### config.mk
export PLATFORM = sky130hd
export DESIGN_NAME = mulx_unit
export DESIGN_NICKNAME = d
export VERILOG_FILES = /design/src/rtl/mulx_pkg.sv /design/src/rtl/mulx_decode.sv /design/src/rtl/mulx_regfile.sv /design/src/rtl/mulx_ctrl.sv /design/src/rtl/mulx_unit.sv
export SDC_FILE = /design/constraint.sdc
export NUM_CORES = 1
export LEC_CHECK = 0
export BUFFER_PORTS_ARGS = -buffer_cell sky130_fd_sc_hd__buf_4
export CAP_MARGIN = 15
export CELL_PAD_IN_SITES_DETAIL_PLACEMENT = 0
export CELL_PAD_IN_SITES_GLOBAL_PLACEMENT = 1
export CORE_MARGIN = 1.5
export CORE_UTILIZATION = 48
export CTS_BUF_LIST = sky130_fd_sc_hd__clkbuf_2
export CTS_CLUSTER_DIAMETER = 50
export DETAILED_ROUTE_END_ITERATION = 8
export GPL_TIMING_DRIVEN = 1
export PLACE_DENSITY_LB_ADDON = 0.1
export SYNTH_ARGS = -nofsm -noshare
export SYNTH_HDL_FRONTEND = slang
export SYNTH_SLANG_ARGS = --single-unit
### constraint.sdc
create_clock -name clk -period 4.6 [get_ports clk]
set_input_delay 0.92 -clock clk [delete_from_list [all_inputs] [get_ports clk]]
set_output_delay 0.92 -clock clk [all_outputs]
set_load 0.05 [all_outputs]
### src/rtl/mulx_pkg.sv
package mulx_pkg;
    localparam int unsigned WORD_W   = 16;
    localparam logic [5:0]  MUL_OPC  = 6'b100111;
    localparam int unsigned C_BIT    = 0;
    localparam int unsigned Z_BIT    = 1;

    typedef enum logic {
        ST_IDLE = 1'b0,
        ST_EXEC = 1'b1
    } mulx_state_e;
endpackage

### src/rtl/mulx_decode.sv
module mulx_decode
    import mulx_pkg::*;
#(
    parameter int unsigned AW = 5
) (
    input  logic [WORD_W-1:0] word,
    output logic              is_mul,
    output logic [AW-1:0]     rd_idx,
    output logic [AW-1:0]     rr_idx
);
    always_comb begin
        is_mul = (word[15:10] == MUL_OPC);
        rd_idx = word[8:4];
        rr_idx = {word[9], word[3:0]};
    end
endmodule

### src/rtl/mulx_regfile.sv
module mulx_regfile #(
    parameter int unsigned NREGS = 32,
    parameter int unsigned DW    = 8,
    parameter int unsigned AW    = $clog2(NREGS)
) (
    input  logic          clk,
    input  logic          rst_n,
    input  logic          ld_en,
    input  logic [AW-1:0] ld_addr,
    input  logic [DW-1:0] ld_data,
    input  logic          pair_we,
    input  logic [DW-1:0] pair_lo,
    input  logic [DW-1:0] pair_hi,
    input  logic [AW-1:0] ra_addr,
    output logic [DW-1:0] ra_data,
    input  logic [AW-1:0] rb_addr,
    output logic [DW-1:0] rb_data,
    input  logic [AW-1:0] obs_addr,
    output logic [DW-1:0] obs_data
);
    logic [DW-1:0] regs_d [NREGS];
    logic [DW-1:0] regs_q [NREGS];

    always_comb begin
        for (int i = 0; i < NREGS; i++) begin
            regs_d[i] = regs_q[i];
        end
        if (ld_en) begin
            regs_d[ld_addr] = ld_data;
        end
        if (pair_we) begin
            regs_d[0] = pair_lo;
            regs_d[1] = pair_hi;
        end
    end

    always_ff @(posedge clk) begin
        if (!rst_n) begin
            for (int i = 0; i < NREGS; i++) begin
                regs_q[i] <= '0;
            end
        end else begin
            for (int i = 0; i < NREGS; i++) begin
                regs_q[i] <= regs_d[i];
            end
        end
    end

    assign ra_data  = regs_q[ra_addr];
    assign rb_data  = regs_q[rb_addr];
    assign obs_data = regs_q[obs_addr];

    // write-back takes priority over a colliding preload
    assert_pair_wins_R9: assert property (@(posedge clk) disable iff (!rst_n)
        pair_we |=> (regs_q[0] == $past(pair_lo)) && (regs_q[1] == $past(pair_hi)));

    assert_preload_lands_R9: assert property (@(posedge clk) disable iff (!rst_n)
        (ld_en && !(pair_we && ld_addr < 2)) |=> (regs_q[$past(ld_addr)] == $past(ld_data)));
endmodule

### src/rtl/mulx_ctrl.sv
module mulx_ctrl
    import mulx_pkg::*;
#(
    parameter int unsigned DW = 8,
    parameter int unsigned SW = 8
) (
    input  logic          clk,
    input  logic          rst_n,
    input  logic          start,
    input  logic          is_mul,
    input  logic [DW-1:0] opa,
    input  logic [DW-1:0] opb,
    input  logic          st_ld_en,
    input  logic [SW-1:0] st_ld_data,
    output logic          busy,
    output logic          done,
    output logic          pair_we,
    output logic [DW-1:0] pair_lo,
    output logic [DW-1:0] pair_hi,
    output logic [SW-1:0] status
);
    localparam int unsigned PW = 2 * DW;

    typedef struct packed {
        mulx_state_e   st;
        logic [DW-1:0] a;
        logic [DW-1:0] b;
        logic          mul;
        logic          done;
        logic [SW-1:0] status;
    } ctrl_t;

    ctrl_t         q, d;
    logic [PW-1:0] prod;

    always_comb begin
        prod    = {{DW{1'b0}}, q.a} * {{DW{1'b0}}, q.b};
        busy    = (q.st == ST_EXEC);
        pair_we = busy && q.mul;
        pair_lo = prod[DW-1:0];
        pair_hi = prod[PW-1:DW];
        done    = q.done;
        status  = q.status;

        d      = q;
        d.done = busy;
        if (st_ld_en) begin
            d.status = st_ld_data;
        end
        if (pair_we) begin
            d.status[C_BIT] = prod[PW-1];
            d.status[Z_BIT] = (prod == '0);
        end
        if (busy) begin
            d.st  = ST_IDLE;
            d.mul = 1'b0;
        end else if (start) begin
            d.st  = ST_EXEC;
            d.a   = opa;
            d.b   = opb;
            d.mul = is_mul;
        end
    end

    always_ff @(posedge clk) begin
        if (!rst_n) begin
            q <= '{st: ST_IDLE, a: '0, b: '0, mul: 1'b0, done: 1'b0, status: '0};
        end else begin
            q <= d;
        end
    end

    assert_accept_busy_R5: assert property (@(posedge clk) disable iff (!rst_n)
        start |=> busy);

    assert_busy_single_R5: assert property (@(posedge clk) disable iff (!rst_n)
        busy |=> !busy);

    assert_done_after_busy_R6: assert property (@(posedge clk) disable iff (!rst_n)
        done |-> $past(busy));

    assert_status_hold_R4: assert property (@(posedge clk) disable iff (!rst_n)
        (!busy && !st_ld_en) |=> $stable(status));

    assert_zero_flag_R4: assert property (@(posedge clk) disable iff (!rst_n)
        pair_we |=> (status[Z_BIT] == ($past(pair_lo) == '0 && $past(pair_hi) == '0)));
endmodule

### src/rtl/mulx_unit.sv
module mulx_unit
    import mulx_pkg::*;
#(
    parameter int unsigned NREGS = 32,
    parameter int unsigned DW    = 8,
    parameter int unsigned SW    = 8,
    parameter int unsigned AW    = $clog2(NREGS)
) (
    input  logic              clk,
    input  logic              rst_n,
    input  logic              instr_valid,
    input  logic [WORD_W-1:0] instr_word,
    output logic              busy,
    output logic              done,
    input  logic              ld_en,
    input  logic [AW-1:0]     ld_addr,
    input  logic [DW-1:0]     ld_data,
    input  logic              st_ld_en,
    input  logic [SW-1:0]     st_ld_data,
    input  logic [AW-1:0]     obs_addr,
    output logic [DW-1:0]     obs_data,
    output logic [SW-1:0]     status
);
    logic          is_mul;
    logic [AW-1:0] rd_idx, rr_idx;
    logic [DW-1:0] rd_val, rr_val;
    logic          start;
    logic          pair_we;
    logic [DW-1:0] pair_lo, pair_hi;

    mulx_decode #(.AW(AW)) u_dec (
        .word   (instr_word),
        .is_mul (is_mul),
        .rd_idx (rd_idx),
        .rr_idx (rr_idx)
    );

    mulx_regfile #(.NREGS(NREGS), .DW(DW), .AW(AW)) u_rf (
        .clk      (clk),
        .rst_n    (rst_n),
        .ld_en    (ld_en),
        .ld_addr  (ld_addr),
        .ld_data  (ld_data),
        .pair_we  (pair_we),
        .pair_lo  (pair_lo),
        .pair_hi  (pair_hi),
        .ra_addr  (rd_idx),
        .ra_data  (rd_val),
        .rb_addr  (rr_idx),
        .rb_data  (rr_val),
        .obs_addr (obs_addr),
        .obs_data (obs_data)
    );

    assign start = instr_valid && !busy;

    mulx_ctrl #(.DW(DW), .SW(SW)) u_ctrl (
        .clk        (clk),
        .rst_n      (rst_n),
        .start      (start),
        .is_mul     (is_mul),
        .opa        (rd_val),
        .opb        (rr_val),
        .st_ld_en   (st_ld_en),
        .st_ld_data (st_ld_data),
        .busy       (busy),
        .done       (done),
        .pair_we    (pair_we),
        .pair_lo    (pair_lo),
        .pair_hi    (pair_hi),
        .status     (status)
    );

    assert_nonmul_no_write_R8: assert property (@(posedge clk) disable iff (!rst_n)
        (start && !is_mul) |=> !pair_we);
endmodule

==> results.py <==
metrics = {
    "run_status": {
        "outcome": "finished clean",
    },
    "place": {
        "dp.cells": 2135,
        "hpwlAfterDp_um": 39930,
        "post-place-ws_ps": 7.753,
        "port_buffers": 64,
        "place.gp.congestion": 0.8727,
    },
    "global_routing": {
        "met2_demand_to_capacity_share_in_global_routing_pct": 45.45,
        "first_global_vias": 13500,
        "track_usage_pct": 30.12,
        "grt_remaining_overflow": 0,
        "antenna_violations_before_repair": 2,
        "groute.layer.met1.usage_pct": 41.63,
        "global_route_wire_length_before_repair_um": 87460,
        "top_usage_layer": "met2",
        "gr_util_met3_pct": 7.004,
        "grt_start_max_net_pins": 112,
    },
    "yosys": {
        "synthesis.yosys.warnings": 0,
        "post_synthesis_sequential_area_ratio_pct": 30.54,
        "synthesis.area_per_instance_um2": 11.30,
        "mappedNetlistNets": 1761,
        "synth_cells": 1642,
        "cell_area_synth_um2": 18550,
        "synth.lib_cells_used.distinct": 55,
        "ys_ff_latch": 283,
    },
    "sta": {
        "finalWorstPathRequiredPeriod_ps": 4532,
        "finalCritPeriodShare_pct": 98.53,
        "timing.max_slew.rel_slack_pct": 19.95,
        "setup_repair_after_global_routing_missed_its_margin": "yes",
        "fmax_mhz": 220.6,
        "postLayoutSetupSlackWorst_ps": 67.79,
        "final_max_slew_viol_count": 0,
        "timing.clock.skew_ps": 63.94,
        "hold_viol_final": 0,
        "final.setup.tns_ps": 0,
        "worst_hold_slack_ps": 195.9,
        "report.final.setup_viol": 0,
        "tightest_slew_ps": 1196,
    },
    "worst_setup_path": {
        "cp-end-kind": "register",
        "r2r_start": "u_ctrl.q[14]",
        "timing.reg2reg.setup_slack_ps": 70,
        "critical_path_arrival_ps": 5390,
        "crit-reg2reg-capture": "u_ctrl.status[1]",
        "critical_path_required_ps": 5450,
        "crit_type": "reg2reg",
        "critPathMaxFanout": 8,
        "worst_r2r_path_depth": 16,
        "crit_path_start_kind": "register",
    },
    "finish": {
        "drive_above_1_share_pct": 29.84,
        "multi_input_comb_area_um2": 12150,
        "n_fill_cell": 3521,
        "instances_no_fill": 2277,
        "post-route-util_pct": 53.83,
        "nNetsFinal": 1827,
        "area.sequential_um2": 5695,
        "area.growth.synth_to_final_pct": 9.806,
    },
    "power_and_ir_drop": {
        "total_leakage_power_nw": 8.387,
        "ir_worst_vdd_mv": 0.2251,
        "power.density_nw_per_um2": 246.2,
    },
    "min_path": {
        "timing.hold.worst_endpoint": "u_ctrl.status[4]",
        "worstHoldPathCells": 3,
        "hold_class": "in2reg",
        "holdCritStartpoint": "st_ld_data[4]",
    },
    "clocking": {
        "cts_buffer_depth": 3,
        "cts.sinks": 283,
        "root_buffer": "clkbuf_2",
        "total_cts_buffers": 79,
        "cts.htree.levels": 3,
        "worst_setup_hold_path_clk_slew_ps": 110,
        "cts_hold_buffers": 0,
        "clock_tree_from_tritoncts": "built",
        "worst_skew_pair.late_latency_ps": 970,
    },
    "floorplanning": {
        "floorplan.initialDensity_pct": 49.02,
        "fp.dieArea_um2": 39840,
        "die-height_um": 199.6,
        "floorplan_core_area_um2": 37840,
        "floorplan.io_pins": 65,
        "die_width_um": 199.6,
        "placementRows": 71,
    },
    "route": {
        "ant_nets": 0,
        "1st_pass_router_iterations": 5,
        "drt_wl_total_um": 58340,
        "remaining_drc_errors": 0,
        "num_vias": 14080,
        "via_per_inst": 6.183,
        "wire_per_inst_um": 25.62,
        "drt_first_iter_violations": 1163,
    },
    "run": {
        "max-cap-violations": 0,
    },
}
==> critical path, cell delays in order, from the launching register on <==
cell	delay (ps)
dfxtp_4	390
and2_4	160
fa_1	580
fa_1	440
fa_1	490
inv_1	50
fa_1	490
inv_2	50
ha_4	160
buf_4	150
nor4_4	260
a21oi_2	80
o21ai_4	80
nor3_2	60
a311o_1	290
or4_4	520
o31ai_2	170
==> power by group <==
part	internal, W	leakage [nW]	switching (W)
clock	0.000724	0.534	0.00111
sequential	0.00248	2.29	0.0000340
combinational	0.000266	5.56	0.000403
==> state kept, by name, summed over array words and instances (netlist names) <==
register and flops:
u_ctrl.status 8, u_rf.regs_q 256, u_ctrl.busy 1, u_ctrl.done 1, u_ctrl.q 17
==> how the worst max path moves through the flow <==
| stage | start | to | slack (ps) | cells after the start |
|---|---|---|---|---|
| after floorplan | u_ctrl.q[23] | u_ctrl.status[1] | 160 | 15 |
| final | u_ctrl.q[14] | u_ctrl.status[1] | 70 | 16 |
| after detailed placement | u_ctrl.q[14] | u_ctrl.status[1] | 8 | 15 |
| after global routing | u_ctrl.q[14] | u_ctrl.status[1] | -60 | 16 |
| after global placement | u_ctrl.q[13] | u_ctrl.status[1] | 60 | 15 |
| after CTS | u_ctrl.q[22] | u_ctrl.status[1] | 10 | 15 |
==> cell usage after synthesis, drive strengths merged <==
| master | number | area share [%] |
|---|---|---|
| a21boi | 1 | 0.040 |
| nand2 | 62 | 1.3 |
| nor4bb | 1 | 0.054 |
| nor2 | 269 | 5.6 |
| buf | 62 | 1.9 |
| a311o | 1 | 0.054 |
| a21oi | 49 | 1.3 |
| a31oi | 1 | 0.034 |
| nand3 | 28 | 0.76 |
| mux4 | 224 | 27 |
| and3b | 1 | 0.047 |
| mux2i | 302 | 16 |
| ha | 36 | 2.4 |
| nand2b | 2 | 0.067 |
| nor4 | 3 | 0.10 |
| or2 | 2 | 0.067 |
| nand4b | 1 | 0.047 |
| o21a | 1 | 0.040 |
| xor2 | 4 | 0.19 |
| dfxtp | 283 | 31 |
| o21bai | 2 | 0.081 |
| nor3 | 4 | 0.13 |
| inv | 49 | 0.99 |
| o211ai | 2 | 0.081 |
| and2 | 53 | 1.8 |
| or3b | 1 | 0.047 |
| o21ai | 25 | 0.74 |
| nor3b | 4 | 0.16 |
| and3 | 2 | 0.067 |
| o31ai | 3 | 0.15 |
| or3 | 2 | 0.094 |
| mux2 | 12 | 0.73 |
| fa | 36 | 3.9 |
| a211oi | 7 | 0.28 |
| nand3b | 4 | 0.16 |
| a41oi | 1 | 0.047 |
| clkbuf | 81 | 1.7 |
| a21o | 1 | 0.040 |
| o211a | 1 | 0.054 |
| xnor2 | 3 | 0.14 |
| nor2b | 5 | 0.17 |
| a311oi | 10 | 0.47 |
| or4 | 1 | 0.061 |
==> timing repair <==
| item | in CTS | in global routing |
|---|---|---|
| gates resized for setup | 5 | 35 |
| pin swaps | 0 | 11 |
| endpoints found under the hold margin | 0 | 0 |
| gates cloned | 0 | 0 |
| setup endpoints to repair | 3 | 3 |
| setup buffers | 0 | 2 |
==> routing by layer <==
metal  routed length, um  part of all wire (%)
met3                4695                   8.0
met1               25080                    43
met4                2099                   3.6
met5                   0                     0
met2               26470                    45
==> placed cells by master, fill, tap and decap left out, types with 4 or more instances in the layout <==
cell      count
o21ai_0      21
xor2_1        4
inv_2         4
nor2_2        8
a21oi_1      46
buf_4       123
nand3_1      28
nor2b_1       4
nor2_1      261
dfxtp_1     273
fa_1         36
mux4_2      224
inv_1        46
mux2_2        9
nand2_1      59
and2_1       50
clkinv_1     16
mux2i_1     302
nand3b_1      4
dfxtp_4       7
clkbuf_2    117
a311oi_1      9
ha_1         33
a211oi_1      7
==> layout make-up <==
class                           instances  area share, %
Antenna cell                            3        0.03685
Tap cell                              511          3.138
Sequential cell                       283          27.96
Clock buffer                          117          2.874
Inverter                               49         0.9397
Multi-Input combinational cell       1167          59.62
Timing Repair Buffer                  128          4.956
Clock inverter                         19         0.4791
==> logic make-up (layout without fill, tap and decap cells) <==
| family | after synthesis | in the layout | synth area share, % |
|---|---|---|---|
| simple gates | 445 | 445 | 10.63 |
| buf+inv | 192 | 313 | 4.545 |
| xor+xnor | 7 | 7 | 0.3305 |
| fa+ha+maj | 72 | 72 | 6.312 |
| mux | 538 | 538 | 44.21 |
| other cells | 0 | 3 | 0 |
| compound gates | 105 | 105 | 3.433 |
| flops | 283 | 283 | 30.54 |
==> stage by stage <==
stage          instance area [um^2]  total power (W)
3_5_place_dp                  19530         0.003225
4_1_cts                       20220         0.005061
2_1_floorplan                 18550         0.003009
3_3_place_gp                  19520         0.003220
5_1_grt                       20370         0.005245
6_report                      20370         0.005016
(Power assumes the default switching activity.)
